==> src/rtl/scs_pkg.sv <==
`timescale 1ns/1ps
package scs_pkg;

  typedef enum logic [2:0] {
    ST_IDLE  = 3'd0,
    ST_SLEEP = 3'd1,
    ST_ACT   = 3'd2,
    ST_ON    = 3'd3,
    ST_DOWN  = 3'd4,
    ST_FAULT = 3'd5
  } seqState_t;

  // Step positions on the half-unit tick grid
  localparam int ACT_VCC_STEP = 3;
  localparam int ACT_IO_STEP  = 8;
  localparam int ACT_RST_STEP = 14;
  localparam int DN_CLK_STEP  = 1;
  localparam int DN_IO_STEP   = 2;
  localparam int DN_VCC_STEP  = 3;
  localparam int DN_END_STEP  = 10;

  typedef struct packed {
    logic      clrStep;
    seqState_t phase;
  } seqStrobe_t;

  typedef struct packed {
    logic boost;
    logic vcc;
    logic io;
    logic clk;
    logic rstEn;
  } contactEn_t;

endpackage

==> src/rtl/scs_timebase.sv <==
`timescale 1ns/1ps
module scs_timebase #(
  parameter int TICK_CLKS = 125,
  parameter int STEP_W    = 9
) (
  input  logic              clk,
  input  logic              rstN,
  input  logic              clr,
  output logic [STEP_W-1:0] step
);
  localparam int PW = (TICK_CLKS > 1) ? $clog2(TICK_CLKS) : 1;
  localparam logic [PW-1:0] PRE_LAST = PW'(TICK_CLKS - 1);

  logic [PW-1:0] preCnt;
  logic          tick;

  assign tick = (preCnt == PRE_LAST);

  always_ff @(posedge clk) begin
    if (!rstN) begin
      preCnt <= '0;
      step   <= '0;
    end else if (clr) begin
      preCnt <= '0;
      step   <= '0;
    end else begin
      preCnt <= tick ? '0 : preCnt + 1'b1;
      if (tick && (step != '1)) step <= step + 1'b1;
    end
  end
endmodule

==> src/rtl/scs_ctrl.sv <==
`timescale 1ns/1ps
module scs_ctrl
  import scs_pkg::*;
#(
  parameter int STEP_W     = 9,
  parameter int WAKE_TICKS = 480
) (
  input  logic              clk,
  input  logic              rstN,
  input  logic              cmdN,
  input  logic              modeNormal,
  input  logic              cardPresent,
  input  logic              overCurrent,
  input  logic              overTemp,
  input  logic              supplyLow,
  input  logic [STEP_W-1:0] step,
  output seqStrobe_t        strobe,
  output seqState_t         state,
  output logic              intN
);
  seqState_t stateNext;
  logic      emerg;
  logic      emergNext;
  logic      faultAny;
  logic      powered;
  logic      stopReq;

  assign faultAny = overCurrent | overTemp | supplyLow | ~cardPresent;
  assign powered  = (state == ST_ACT) || (state == ST_ON) || (state == ST_DOWN);
  assign stopReq  = cmdN | ~modeNormal;

  always_comb begin
    stateNext = state;
    unique case (state)
      ST_IDLE: begin
        if (!modeNormal)  stateNext = ST_SLEEP;
        else if (!cmdN)   stateNext = ST_ACT;
      end
      ST_SLEEP: begin
        if (modeNormal && (step == STEP_W'(WAKE_TICKS))) stateNext = ST_IDLE;
      end
      ST_ACT: begin
        if (faultAny || stopReq)                    stateNext = ST_DOWN;
        else if (step == STEP_W'(ACT_RST_STEP))     stateNext = ST_ON;
      end
      ST_ON: begin
        if (faultAny || stopReq) stateNext = ST_DOWN;
      end
      ST_DOWN: begin
        if (step == STEP_W'(DN_END_STEP)) begin
          if (emerg || faultAny) stateNext = ST_FAULT;
          else if (!modeNormal)  stateNext = ST_SLEEP;
          else                   stateNext = ST_IDLE;
        end
      end
      ST_FAULT: begin
        if (cmdN && cardPresent) stateNext = ST_IDLE;
      end
      default: stateNext = ST_IDLE;
    endcase
  end

  always_comb begin
    emergNext = emerg;
    if (powered && faultAny)                          emergNext = 1'b1;
    else if ((state == ST_FAULT) && (stateNext == ST_IDLE)) emergNext = 1'b0;
  end

  assign strobe.clrStep = (stateNext != state) || ((state == ST_SLEEP) && !modeNormal);
  assign strobe.phase   = state;

  always_ff @(posedge clk) begin
    if (!rstN) begin
      state <= ST_IDLE;
      emerg <= 1'b0;
      intN  <= 1'b1;
    end else begin
      state <= stateNext;
      emerg <= emergNext;
      intN  <= ~emergNext;
    end
  end
endmodule

==> src/rtl/scs_contacts.sv <==
`timescale 1ns/1ps
module scs_contacts
  import scs_pkg::*;
#(
  parameter int STEP_W = 9
) (
  input  logic              clk,
  input  logic              rstN,
  input  seqState_t         phase,
  input  logic [STEP_W-1:0] step,
  input  logic              hostRst,
  output logic              boostEn,
  output logic              vccEn,
  output logic              ioEn,
  output logic              clkEn,
  output logic              cardRst
);
  contactEn_t cur;
  contactEn_t nxt;
  logic       inWindow;

  assign inWindow = (step >= STEP_W'(ACT_IO_STEP)) && (step < STEP_W'(ACT_RST_STEP));

  always_comb begin
    nxt = cur;
    case (phase)
      ST_ACT: begin
        nxt.boost = 1'b1;
        nxt.vcc   = (step >= STEP_W'(ACT_VCC_STEP));
        nxt.io    = (step >= STEP_W'(ACT_IO_STEP));
        nxt.clk   = cur.clk | (inWindow & hostRst);
        nxt.rstEn = (step >= STEP_W'(ACT_RST_STEP));
      end
      ST_ON: begin
        nxt.rstEn = 1'b1;
      end
      ST_DOWN: begin
        nxt.rstEn = 1'b0;
        nxt.clk   = cur.clk   & (step < STEP_W'(DN_CLK_STEP));
        nxt.io    = cur.io    & (step < STEP_W'(DN_IO_STEP));
        nxt.vcc   = cur.vcc   & (step < STEP_W'(DN_VCC_STEP));
        nxt.boost = cur.boost & (step < STEP_W'(DN_END_STEP));
      end
      default: nxt = '0;
    endcase
  end

  always_ff @(posedge clk) begin
    if (!rstN) begin
      cur     <= '0;
      cardRst <= 1'b0;
    end else begin
      cur     <= nxt;
      cardRst <= nxt.rstEn & ~hostRst;
    end
  end

  assign boostEn = cur.boost;
  assign vccEn   = cur.vcc;
  assign ioEn    = cur.io;
  assign clkEn   = cur.clk;
endmodule

==> src/rtl/card_session_seq.sv <==
`timescale 1ns/1ps
module card_session_seq
  import scs_pkg::*;
#(
  parameter int TICK_CLKS      = 125,
  parameter int WAKE_CYCLES    = 96,
  parameter int TICKS_PER_SLOW = 5
) (
  input  logic       clk,
  input  logic       rstN,
  input  logic       cmdN,
  input  logic       modeNormal,
  input  logic       hostRst,
  input  logic       cardPresent,
  input  logic       overCurrent,
  input  logic       overTemp,
  input  logic       supplyLow,
  output logic       boostEn,
  output logic       vccEn,
  output logic       ioEn,
  output logic       clkEn,
  output logic       cardRst,
  output logic       intN,
  output logic [2:0] stateOut
);
  localparam int WAKE_TICKS = WAKE_CYCLES * TICKS_PER_SLOW;
  localparam int SEQ_MAX    = (ACT_RST_STEP > DN_END_STEP) ? ACT_RST_STEP : DN_END_STEP;
  localparam int STEP_LIMIT = (WAKE_TICKS > SEQ_MAX) ? WAKE_TICKS : SEQ_MAX;
  localparam int STEP_W     = $clog2(STEP_LIMIT + 2);

  seqStrobe_t        strobe;
  seqState_t         state;
  logic [STEP_W-1:0] step;

  scs_timebase #(.TICK_CLKS(TICK_CLKS), .STEP_W(STEP_W)) u_time (
    .clk  (clk),
    .rstN (rstN),
    .clr  (strobe.clrStep),
    .step (step)
  );

  scs_ctrl #(.STEP_W(STEP_W), .WAKE_TICKS(WAKE_TICKS)) u_ctrl (
    .clk         (clk),
    .rstN        (rstN),
    .cmdN        (cmdN),
    .modeNormal  (modeNormal),
    .cardPresent (cardPresent),
    .overCurrent (overCurrent),
    .overTemp    (overTemp),
    .supplyLow   (supplyLow),
    .step        (step),
    .strobe      (strobe),
    .state       (state),
    .intN        (intN)
  );

  scs_contacts #(.STEP_W(STEP_W)) u_pins (
    .clk     (clk),
    .rstN    (rstN),
    .phase   (strobe.phase),
    .step    (step),
    .hostRst (hostRst),
    .boostEn (boostEn),
    .vccEn   (vccEn),
    .ioEn    (ioEn),
    .clkEn   (clkEn),
    .cardRst (cardRst)
  );

  assign stateOut = state;
endmodule

==> config.mk <==
export PLATFORM = sky130hd
export DESIGN_NAME = card_session_seq
export DESIGN_NICKNAME = d
export VERILOG_FILES = /design/src/rtl/scs_pkg.sv /design/src/rtl/scs_timebase.sv /design/src/rtl/scs_ctrl.sv /design/src/rtl/scs_contacts.sv /design/src/rtl/card_session_seq.sv
export SDC_FILE = /design/constraint.sdc
export NUM_CORES = 1
export LEC_CHECK = 0
export ABC_AREA = 0
export ABC_CLOCK_PERIOD_IN_PS = 2100
export BUFFER_PORTS_ARGS = -buffer_cell sky130_fd_sc_hd__buf_2
export CAP_MARGIN = 5
export CELL_PAD_IN_SITES_DETAIL_PLACEMENT = 1
export CELL_PAD_IN_SITES_GLOBAL_PLACEMENT = 2
export CORE_ASPECT_RATIO = 0.7
export CORE_MARGIN = 8
export CORE_UTILIZATION = 31
export DETAILED_ROUTE_END_ITERATION = 12
export GPL_ROUTABILITY_DRIVEN = 0
export GPL_TIMING_DRIVEN = 0
export HOLD_SLACK_MARGIN = 0.06
export PLACE_DENSITY_LB_ADDON = 0.1
export SLEW_MARGIN = 10
export SYNTH_ARGS = -nofsm -noshare
export SYNTH_HDL_FRONTEND = slang
export SYNTH_HIERARCHICAL = 1
export SYNTH_SLANG_ARGS = --single-unit
export TNS_END_PERCENT = 50
==> constraint.sdc <==
create_clock -name clk -period 2.1 [get_ports clk]
set_input_delay 0 -clock clk [delete_from_list [all_inputs] [get_ports clk]]
set_output_delay 0 -clock clk [all_outputs]
set_load 0.02 [all_outputs]
Word-level counts from Yosys, hierarchy flattened

Cells that the tools add are included.

Register bits: 26
Bits of input ports: 9
Output and inout bits: 9
Logic and storage cells: 79

Add/subtract/negate cells: 2
Order comparisons: 8
Equal/unequal tests: 11
Mux-type cells: 15
Bitwise operators: 16
Reductions and logical operators: 17

Operators with widths:

| cell                                                                         | count |
|---|---|
| 3-bit 2-to-1 mux                                                             | 9 |
| 9-bit by 4-bit equality test with 1-bit output, second input constant        | 2 |
| 9-bit by 4-bit >= comparator with 1-bit output, second input constant        | 2 |
| 9-bit by 2-bit less-than comparator with 1-bit output, second input constant | 2 |
| 9-bit by 4-bit less-than comparator with 1-bit output, second input constant | 2 |
| 3-bit one-hot mux with 6 select lines                                        | 1 |
| 4-bit one-hot mux with 3 select lines                                        | 1 |
| 9-bit by 1-bit adder with 9-bit output, second input constant                | 1 |
| 9-bit equality test, second input constant                                   | 1 |
| 9-bit by 2-bit >= comparator with 1-bit output, second input constant        | 1 |
| 9-bit by 1-bit less-than comparator with 1-bit output, second input constant | 1 |
| 9-bit != test, second input constant                                         | 1 |
| 7-bit by 1-bit adder with 7-bit output, second input constant                | 1 |
| 7-bit equality test, second input constant                                   | 1 |
| 1-bit logical AND                                                            | 7 |
| 1-bit AND                                                                    | 6 |
| 3-bit by 2-bit equality test with 1-bit output, second input constant        | 2 |
| 3-bit equality test, second input constant                                   | 2 |
| 3-bit logical NOT                                                            | 2 |
| 1-bit logical OR                                                             | 5 |
| 1-bit inverter                                                               | 5 |
| 1-bit bitwise OR                                                             | 5 |
| 3-bit by 1-bit equality test with 1-bit output, second input constant        | 1 |
| 1-bit 2-to-1 mux                                                             | 3 |
| 5 further kinds                                                              | 5 |

Logic depth before layout (Yosys ltp)

Gate-level depths: netlist of the first run.

Word-level depth: 12
Mapped depth: 9

Cells and area by module

Netlist of the first run, hierarchy kept.

Modules (own cells, without submodules):

| module       | times used | cells each | area an instance (µm²) |
|---|---|---|---|
| scs_timebase | 1          | 90         | 790.8 |
| scs_ctrl     | 1          | 58         | 447.9 |
| scs_contacts | 1          | 37         | 310.3 |

Worst setup path after synthesis of the first run

No wires, ideal clock.

Kind: register -> register
Start: register u_time.step[3]
End: register u_time.preCnt[5]
Library setup time: 0.072 ns
Arrival: 2.161 ns
Data required time: 2.028 ns
Path slack: -0.132 ns
Cell stages (with the launch flop): 9
Path buffers: 0
Clock period less this slack: 2.232 ns
Cell sequence: dfxtp_1 -> nor4b_1 -> nand2_1 -> nor4b_1 -> o31a_1 -> o21ai_1 -> nor2b_1 -> o21ai_1 -> a21oi_1

RTL lines:

| what                   | line               | RTL |
|---|---|---|
| from (decl)            | scs_timebase.sv:9  | `output logic [STEP_W-1:0] step` |
| from (signal assigned) | scs_timebase.sv:28 | `if (tick && (step != '1)) step <= step + 1'b1;` |
| to (signal assigned)   | scs_timebase.sv:27 | `preCnt <= tick ? '0 : preCnt + 1'b1;` |
| to (decl)              | scs_timebase.sv:14 | `logic [PW-1:0] preCnt;` |

Final worst setup path of the first run

Start: register u_time.step[0]
End: register u_time.step[2]

Word-level cells in the longest chain between the ends: 7
Elaborated cells between the ends (all ways): 15

RTL lines:

| what                                                                                         | line                           | RTL |
|---|---|---|
| 9-bit by 4-bit equality test with 1-bit output / 9-bit equality test (equally long branches) | scs_ctrl.sv:44, scs_ctrl.sv:40 |  |
| 3-bit 2-to-1 mux / 1-bit logical AND (equally long branches)                                 | scs_ctrl.sv:44, scs_ctrl.sv:40 |  |
| 3-bit 2-to-1 mux, on equally long branches                                                   | scs_ctrl.sv:43, scs_ctrl.sv:40 |  |
| 3-bit one-hot mux with 6 select lines                                                        | scs_ctrl.sv:34                 | `unique case (state)` |
| 3-bit != test                                                                                | scs_ctrl.sv:69                 | `assign strobe.clrStep = (stateNext != state) \|\| ((state == ST_SLEEP) && !modeNormal);` |
| 1-bit logical OR                                                                             | scs_ctrl.sv:69                 |  |
| 2-bit OR reduction (no source line)                                                          | --                             |  |

Several ways; a longest one is shown, not always the timed one.
A chain may end at the register's enable or synchronous reset.

==> metrics.md, run 1 <==
| Metric | Value |
|---|---|
| Share of the clock period used by the worst path after layout | around 96% |
| Via total after detailed routing | between 1,500 and 2,000 |
| Fraction of final layout cells sized beyond drive strength 1 | between 30% and 40% |
| Detailed placement HPWL | 3230 um |
| Reg-to-Reg End | u_time/step[2] |
| Post-Synthesis Mean Instance Area | around 8.4 um2 |
| Cell count along the critical path | 8 |
| Min-Delay Path Depth | 4 |
| Worst skew pair latency | about 280 ps |
| Number of distinct library cells after synthesis | 54 |
| Startpoint of the lowest-slack hold path | supplyLow |
| # rows | 21 |
| Number of buffers created by CTS | 3 |
| First-pass iteration count of the detailed router | 4 |
| Total I/O pin count | 18 |
| Startpoint of the most critical register-to-register path | u_time/step[0] |
| Average routed wire per standard cell | around 16 um |
| Number of nets at the end of the flow | approximately 240 |
| Arrival time at the worst endpoint | 2230 ps |
| Post-synth net total | 198 |
| Area growth from synthesis to final layout | 32.9% |
| Yosys top cell area share | 33.6% |
| Status | completed |
| Actual transition at the worst max-transition pin | between 400 and 500 ps |
| RSZ-0062 raised after global routing | true |
| Crit Path Category | flop to flop |
| PnR worst setup slack | 90.2 ps |
| Total gr overflow | 0 |
| Prevailing post-synth register cell | dfxtp_1 |
| Sequential element share of the synthesized area | about 34% |
| Die boundary height | ~75 um |
| Core Area | around 4800 um2 |
| #FFs+latches synth | 26 |
| Pin count of the biggest net entering global routing | 16 |
| First-pass GRT wire length | between 7000 and 8000 um |
| DIE AREA | approximately 7600 um2 |
| Buf/Inv on CP | 1 |
| Max Clock Freq | 498 MHz |
| Average via count per standard cell | 5.22 |
| WHS | roughly 250 ps |
| CTS tree | done |
| Total global routing track utilization | between 10% and 20% |
| Detailed Route WL | 4550 um |
| Post-placement worst setup slack | -411 ps |
| Headroom to the max-slew limit | roughly 67% |
| Initial DRC count | roughly 80 |
| Sinks on the clock net | 26 |
| Final Core Density | about 43% |
| Post-route DRC violation count | 0 |
| Post-synth top area cell | dfxtp_1 |
| Critical Path Source Type | flop |
| Worst clock skew | between 9 and 10 ps |
| Initial antenna violation count | 0 |
| Synthesized instance count | about 190 |
| Setup violation total in the final timing report | 0 |
| Share of async-settable or async-resettable flops after synthesis | 0% |
| Ant diodes | 0 |
| Initial standard-cell utilization of the core | approximately 32% |
| Number of warnings reported in the yosys synthesis log | 6 |
| Port Buffer Count | 17 |
| Clock period minus final worst setup slack | 2010 ps |
| Largest stage delay, worst path | between 400 and 500 ps |
| Worst path cell trace | ha_2 -> nand3_1 -> nor2_1 -> ha_1 -> nand3b_1 -> buf_2 -> or4_1 -> a21oi_1 |
| Kind of capture point of the worst setup path | flop |
| Number of global-route vias before repair | 1,428 |
| Number of synthesized flops with an enable pin | 0 |
| Endpoint of the worst hold path | u_ctrl/emerg |
| Path class of the lowest-slack min-delay path | input pin to flop |
| Clock slew at reported path FFs | about 100 ps |
| Horizontal extent of the die | 100 um |
| Number of slew-limit violations in the final report | 0 |
| Slowest cell on crit path | or4_1 |
| Final hold vios | 0 |
| Worst reg2reg setup slack | between 90 and 100 ps |
| Req. time, crit path | 2320 ps |
| Clock tree root buffer cell | clkbuf_8 |
| DRT antenna net count | 0 |
| Number of H-tree branching levels | 1 |
| Static power due to leakage | roughly 0.76 nW |
| Gate family responsible for the most delay along the worst path | simple AND/OR/NAND/NOR gates |
| Top area cells in the synthesized netlist | dfxtp_1 (34%), a21oi_1 (4.8%), nor2_1 (4.4%), ha_1 (3.2%), o21ai_0 (3.2%) |
| Max VDD drop | approximately 0.00021 V |
| Top fanout value on the critical path | 10 |
| R2R cell count | 8 |
| Power per cell area | ~530 nW/um2 |
| Number of violations of the max-capacitance limit | 0 |
| Number of buffers between clock root and the deepest sink | 2 |
| Cell Area, Synth | approximately 1500 um2 |
[what timing repair did]
item                                    CTS  global route
buffers inserted                          2            10
endpoints found under the setup margin   16            16
hold buffers                              3             0
hold endpoints to repair                  4             0
pin swaps                                 0             5
gates resized for setup                  15            27
[how the worst max path moves through the flow]
stage                    from               end
2_1_floorplan  u_time/step[3]  u_time/preCnt[5]
3_3_place_gp   u_time/step[3]  u_time/preCnt[5]
3_5_place_dp   u_time/step[3]  u_time/preCnt[5]
4_1_cts        u_time/step[0]  u_time/preCnt[4]
5_1_grt        u_time/step[6]    u_time/step[5]
6_report       u_time/step[0]    u_time/step[2]
[registers in the layout, summed over array words and instances (netlist names)]
name and cells:
u_ctrl/emerg 1, u_time/preCnt 7, u_pins/cardRst 1, u_pins/ioEn 1
u_ctrl/state 3, u_time/step 9, u_ctrl/intN 1, u_pins/boostEn 1
u_pins/clkEn 1, u_pins/vccEn 1
[cell usage in the layout (no fill, tap or decap), drive strengths merged, types with 9 or more instances in the layout]
cell type	Yosys	final
o21ai	12	12
a21oi	15	15
buf	5	34
nor2	18	18
dfxtp	26	26
nand3	9	9
nand2	11	11
[cells in the mapped netlist (2+ instances only)]
library cell,count
a21boi_0,2
a21oi_1,15
a31oi_1,3
buf_4,3
clkbuf_1,3
dfxtp_1,26
ha_1,4
inv_1,6
mux2i_1,3
nand2_1,11
nand2b_1,6
nand3_1,9
nand3b_1,3
nand4_1,5
nor2_1,18
nor2b_1,2
nor3_1,2
nor3_4,2
nor3b_1,4
nor4_1,4
nor4b_1,3
o21a_1,2
o21ai_0,10
o21ai_1,2
o31a_1,2
o31ai_1,3
or3_1,2
or4_1,3
xor2_1,2
[layer usage]
layer	up-vias	global-route usage [%]	share of wire, %	wire [um]
met3	2	3.14	3.3	149
met5	-	0	0	0
met1	732	17.9	55	2480
met4	0	3.00	0.75	34
met2	24	17.3	41	1880
li1	757	-	-	-
[cell families after synthesis]
| family | Yosys count | synth area share, % |
|---|---|---|
| AOI/OAI and AO/OA | 46 | 18.7 |
| xor gates and xnor gates | 3 | 1.70 |
| adders and majority gates | 4 | 3.23 |
| and+or+nand+nor | 89 | 36.2 |
| DFF | 26 | 33.6 |
| muxes | 3 | 1.94 |
| buffers and inverters | 14 | 4.68 |
[area by class of cell]
class | count | area (um2)
plain buffers | 8 | 58.8
clock buffers | 3 | 41.3
clock inverters | 1 | 30.0
fillers | 587 | 2750
inverters | 6 | 22.5
multi-input cells | 145 | 1070
flip-flops and latches | 26 | 548
well taps | 69 | 86.3
repair buffers | 32 | 205
[power breakdown]
| part | internal, mW | total [mW] | switching, mW |
|---|---|---|---|
| clock | 0.255 | 0.425 | 0.169 |
| combinational | 0.0724 | 0.164 | 0.0917 |
| sequential | 0.496 | 0.506 | 0.0104 |
[per-stage QoR]
step / total power, mW / cell area (um2) / setup TNS (ps) / cells
after floorplan: 0.625 / 1560 / 0 / 185
after global placement: 0.663 / 1730 / -2890 / 271
after detailed placement: 0.668 / 1730 / -3820 / 271
after CTS: 1.11 / 1900 / 0 / 280
after global routing: 1.16 / 2060 / -65.1 / 290
final: 1.10 / 2060 / 0 / 290
[worst reg2reg max path, cell delays in order (launching register included)]
cell	delay [ps]
dfxtp_4	400
ha_2	230
nand3_1	90
nor2_1	40
ha_1	180
nand3b_1	210
buf_2	230
or4_1	420
a21oi_1	150
Power figures use the tool's default switching activity.
==> run 2, diff against run 1 <==
--- a/config.mk
+++ b/config.mk
@@ -11,8 +11,7 @@
 export CAP_MARGIN = 5
 export CELL_PAD_IN_SITES_DETAIL_PLACEMENT = 1
 export CELL_PAD_IN_SITES_GLOBAL_PLACEMENT = 2
-export CORE_ASPECT_RATIO = 0.7
-export CORE_MARGIN = 8
+export CORE_ASPECT_RATIO = 1.4
 export CORE_UTILIZATION = 31
 export DETAILED_ROUTE_END_ITERATION = 12
 export GPL_ROUTABILITY_DRIVEN = 0
==> run 2 against run 1 <==
  * Combinational power down 4%
  * Clock-buffer cell count up 1
  * Clock power down 19%
  * Sequential share of layout area up 1.2 points
  * Register-to-register slack about the same
  * Core utilization down 2.7 points
  * Global-route usage up 6.4 points
  * Die area down 30%
  * Routed wire length down 1.2%
  * Non-clock buffer count down 8
  * Sequential power about the same
  * Fmax down 0.59%
==> metrics.md, run 2 (synthesis gave the netlist of run 1 again) <==
| Metric | Value |
|---|---|
| Initial antenna violation count | 0 |
| Top fanout value on the critical path | 8 |
| Crit Path Category | flop to flop |
| Static power due to leakage | 0.698 nW |
| Number of violations of the max-capacitance limit | 0 |
| Horizontal extent of the die | 61.7 um |
| Clock period minus final worst setup slack | around 2000 ps |
| Number of buffers created by CTS | 3 |
| P_sw | 275 uW |
| First-pass iteration count of the detailed router | 4 |
| Initial DRC count | 56 |
| Average via count per standard cell | 5.59 |
| Share of the clock period used by the worst path after layout | 96.3% |
| Number of buffers between clock root and the deepest sink | 2 |
| Total global routing track utilization | 18.7% |
| Average routed wire per standard cell | 16.2 um |
| Internal Dissipation | ~730 uW |
| Detailed placement HPWL | 3170 um |
| Sinks on the clock net | 26 |
| Total I/O pin count | 18 |
| Critical Path Source Type | flop |
| Total gr overflow | 0 |
| Max VDD drop | between 0.0003 and 0.0004 V |
| Post-route cell area | roughly 1900 um2 |
| Worst skew pair latency | 270 ps |
| Dominant cell type by count on the critical path | nor4b_4 |
| Arrival time at the worst endpoint | around 2200 ps |
| Status | completed |
| Area growth from synthesis to final layout | 25.5% |
| Path class of the lowest-slack min-delay path | input pin to flop |
| RSZ-0062 raised after global routing | true |
| Max Clock Freq | roughly 490 MHz |
| Clock tree root buffer cell | clkbuf_8 |
| Actual transition at the worst max-transition pin | approximately 410 ps |
| Number of slew-limit violations in the final report | 0 |
| DIE AREA | about 5300 um2 |
| Post-route DRC violation count | 0 |
| Number of standard cells in the final layout excluding fillers | between 200 and 300 |
| Worst path cell trace | nor4b_4 -> nand2_2 -> nor4b_4 -> o31a_1 -> o21ai_2 -> nor2b_2 -> buf_6 -> nand2_1 -> mux2i_1 |
| Combinational Power Share | between 10% and 20% |
| Die boundary height | around 86 um |
| Fraction of final layout cells sized beyond drive strength 1 | about 31% |
| Detailed Route WL | between 4000 and 5000 um |
| Layout filler cell count | 600 |
| Pin count of the biggest net entering global routing | 16 |
| Final hold vios | 0 |
| Slowest cell on crit path | dfxtp_4 |
| Setup violation total in the final timing report | 0 |
| Part of the power in registers | between 50 and 60% |
| Post-place instance area | between 1500 and 2000 um2 |
| Most common cell after layout, fill and taps aside | dfxtp_1 |
| Register with the highest flop count | u_time/step |
| Initial standard-cell utilization of the core | between 30% and 40% |
| Flip-flop count of the largest register, all copies and words added | 9 |
| Most used cells in the layout excluding fill and tap cells | dfxtp_1 (19), nor2_1 (18), buf_2 (17), a21oi_1 (15) |
| Clock slew at reported path FFs | ~100 ps |
| DRT antenna net count | 0 |
| Worst clock skew | 2.83 ps |
| Number of nets at the end of the flow | 227 |
| # rows | 30 |
| CTS tree | done |
| Number of H-tree branching levels | 1 |
| Number of cells in the design after placement | 266 |
| Largest stage delay, worst path | approximately 390 ps |
| Power per cell area | 518 nW/um2 |
| Biggest regs | u_time/step x9, u_time/preCnt x7, u_ctrl/state x3 |
| Core Area | ~4800 um2 |
| Req. time, crit path | 2300 ps |
| Net switching fraction of the power | between 20% and 30% |
| Via total after detailed routing | around 1,500 |
| Headroom to the max-slew limit | approximately 72% |
| Kind of capture point of the worst setup path | flop |
| First-pass GRT wire length | 7530 um |
| Ant diodes | 0 |
| Port Buffer Count | 17 |
| Clock share of power | approximately a third |
| Number of global-route vias before repair | 1,634 |
run 2: cell count changes in the layout (fill, tap and decap cells not counted), sizes merged:
cell         previous run  this run
buf                    34        27
bufinv                  1         0
clkbuf                  6         7
dlygate4sd3             3         2
run 2: repair_timing:
item	4_1_cts	5_1_grt
setup buffers	1	4
endpoints found under the hold margin	2	0
setup endpoints to repair	16	16
resized for setup	10	24
pin swaps	0	6
hold buffers	2	0
run 2: stage by stage:
stage	util, %	hold WS (ps)	power [mW]	TNS (ps)	setup WS (ps)
3_5_place_dp	35.6	279	0.669	-3630	-397
2_1_floorplan	-	117	0.625	0	81.3
4_1_cts	38.1	227	1.03	0	6.17
5_1_grt	40.2	291	1.05	-207	-70.1
6_report	40.2	248	1.01	0	78.4
3_3_place_gp	35.6	263	0.663	-2840	-322
run 2: power by group through the flow:
| stage | registers (mW) | clock network [mW] | logic (mW) |
|---|---|---|---|
| 3_3_place_gp | 0.525 | 0 | 0.138 |
| 6_report | 0.508 | 0.343 | 0.157 |
| 2_1_floorplan | 0.531 | 0 | 0.0935 |
| 5_1_grt | 0.510 | 0.371 | 0.174 |
| 3_5_place_dp | 0.525 | 0 | 0.144 |
| 4_1_cts | 0.514 | 0.364 | 0.152 |
run 2: worst max-delay path, delay by kind of cell (launching register included):
family	cells	cell delay, ps
simple gates	5	1040
flops	1	390
compound gates	2	250
buf+inv	1	140
mux	1	120
run 2: layout make-up:
type,count,area (um2),area share (%)
inverters,6,22.5,1.16
clock buffers,4,55.1,2.83
repair buffers,24,146,7.53
well taps,64,80.1,4.12
plain buffers,8,60.1,3.09
multi-input cells,145,1040,53.4
flip-flops and latches,26,542,27.9
run 2: path summary, 6_finish.rpt:
kind                            cells past startpoint                to        startpoint  slack, ps
worst max-delay path                                9    u_time/step[7]    u_time/step[4]         80
worst min register to register                      1  u_time/preCnt[0]  u_time/preCnt[0]        480
worst min-delay path                                5   u_ctrl/state[1]         supplyLow        250
worst max register to register                      9    u_time/step[7]    u_time/step[4]         80
run 2: layer usage:
layer  global-route usage [%]  routed length [um]
met1                     22.1                1850
met4                     6.87                 131
met2                     33.4                2420
met3                     1.81                 102
met5                        0                   0
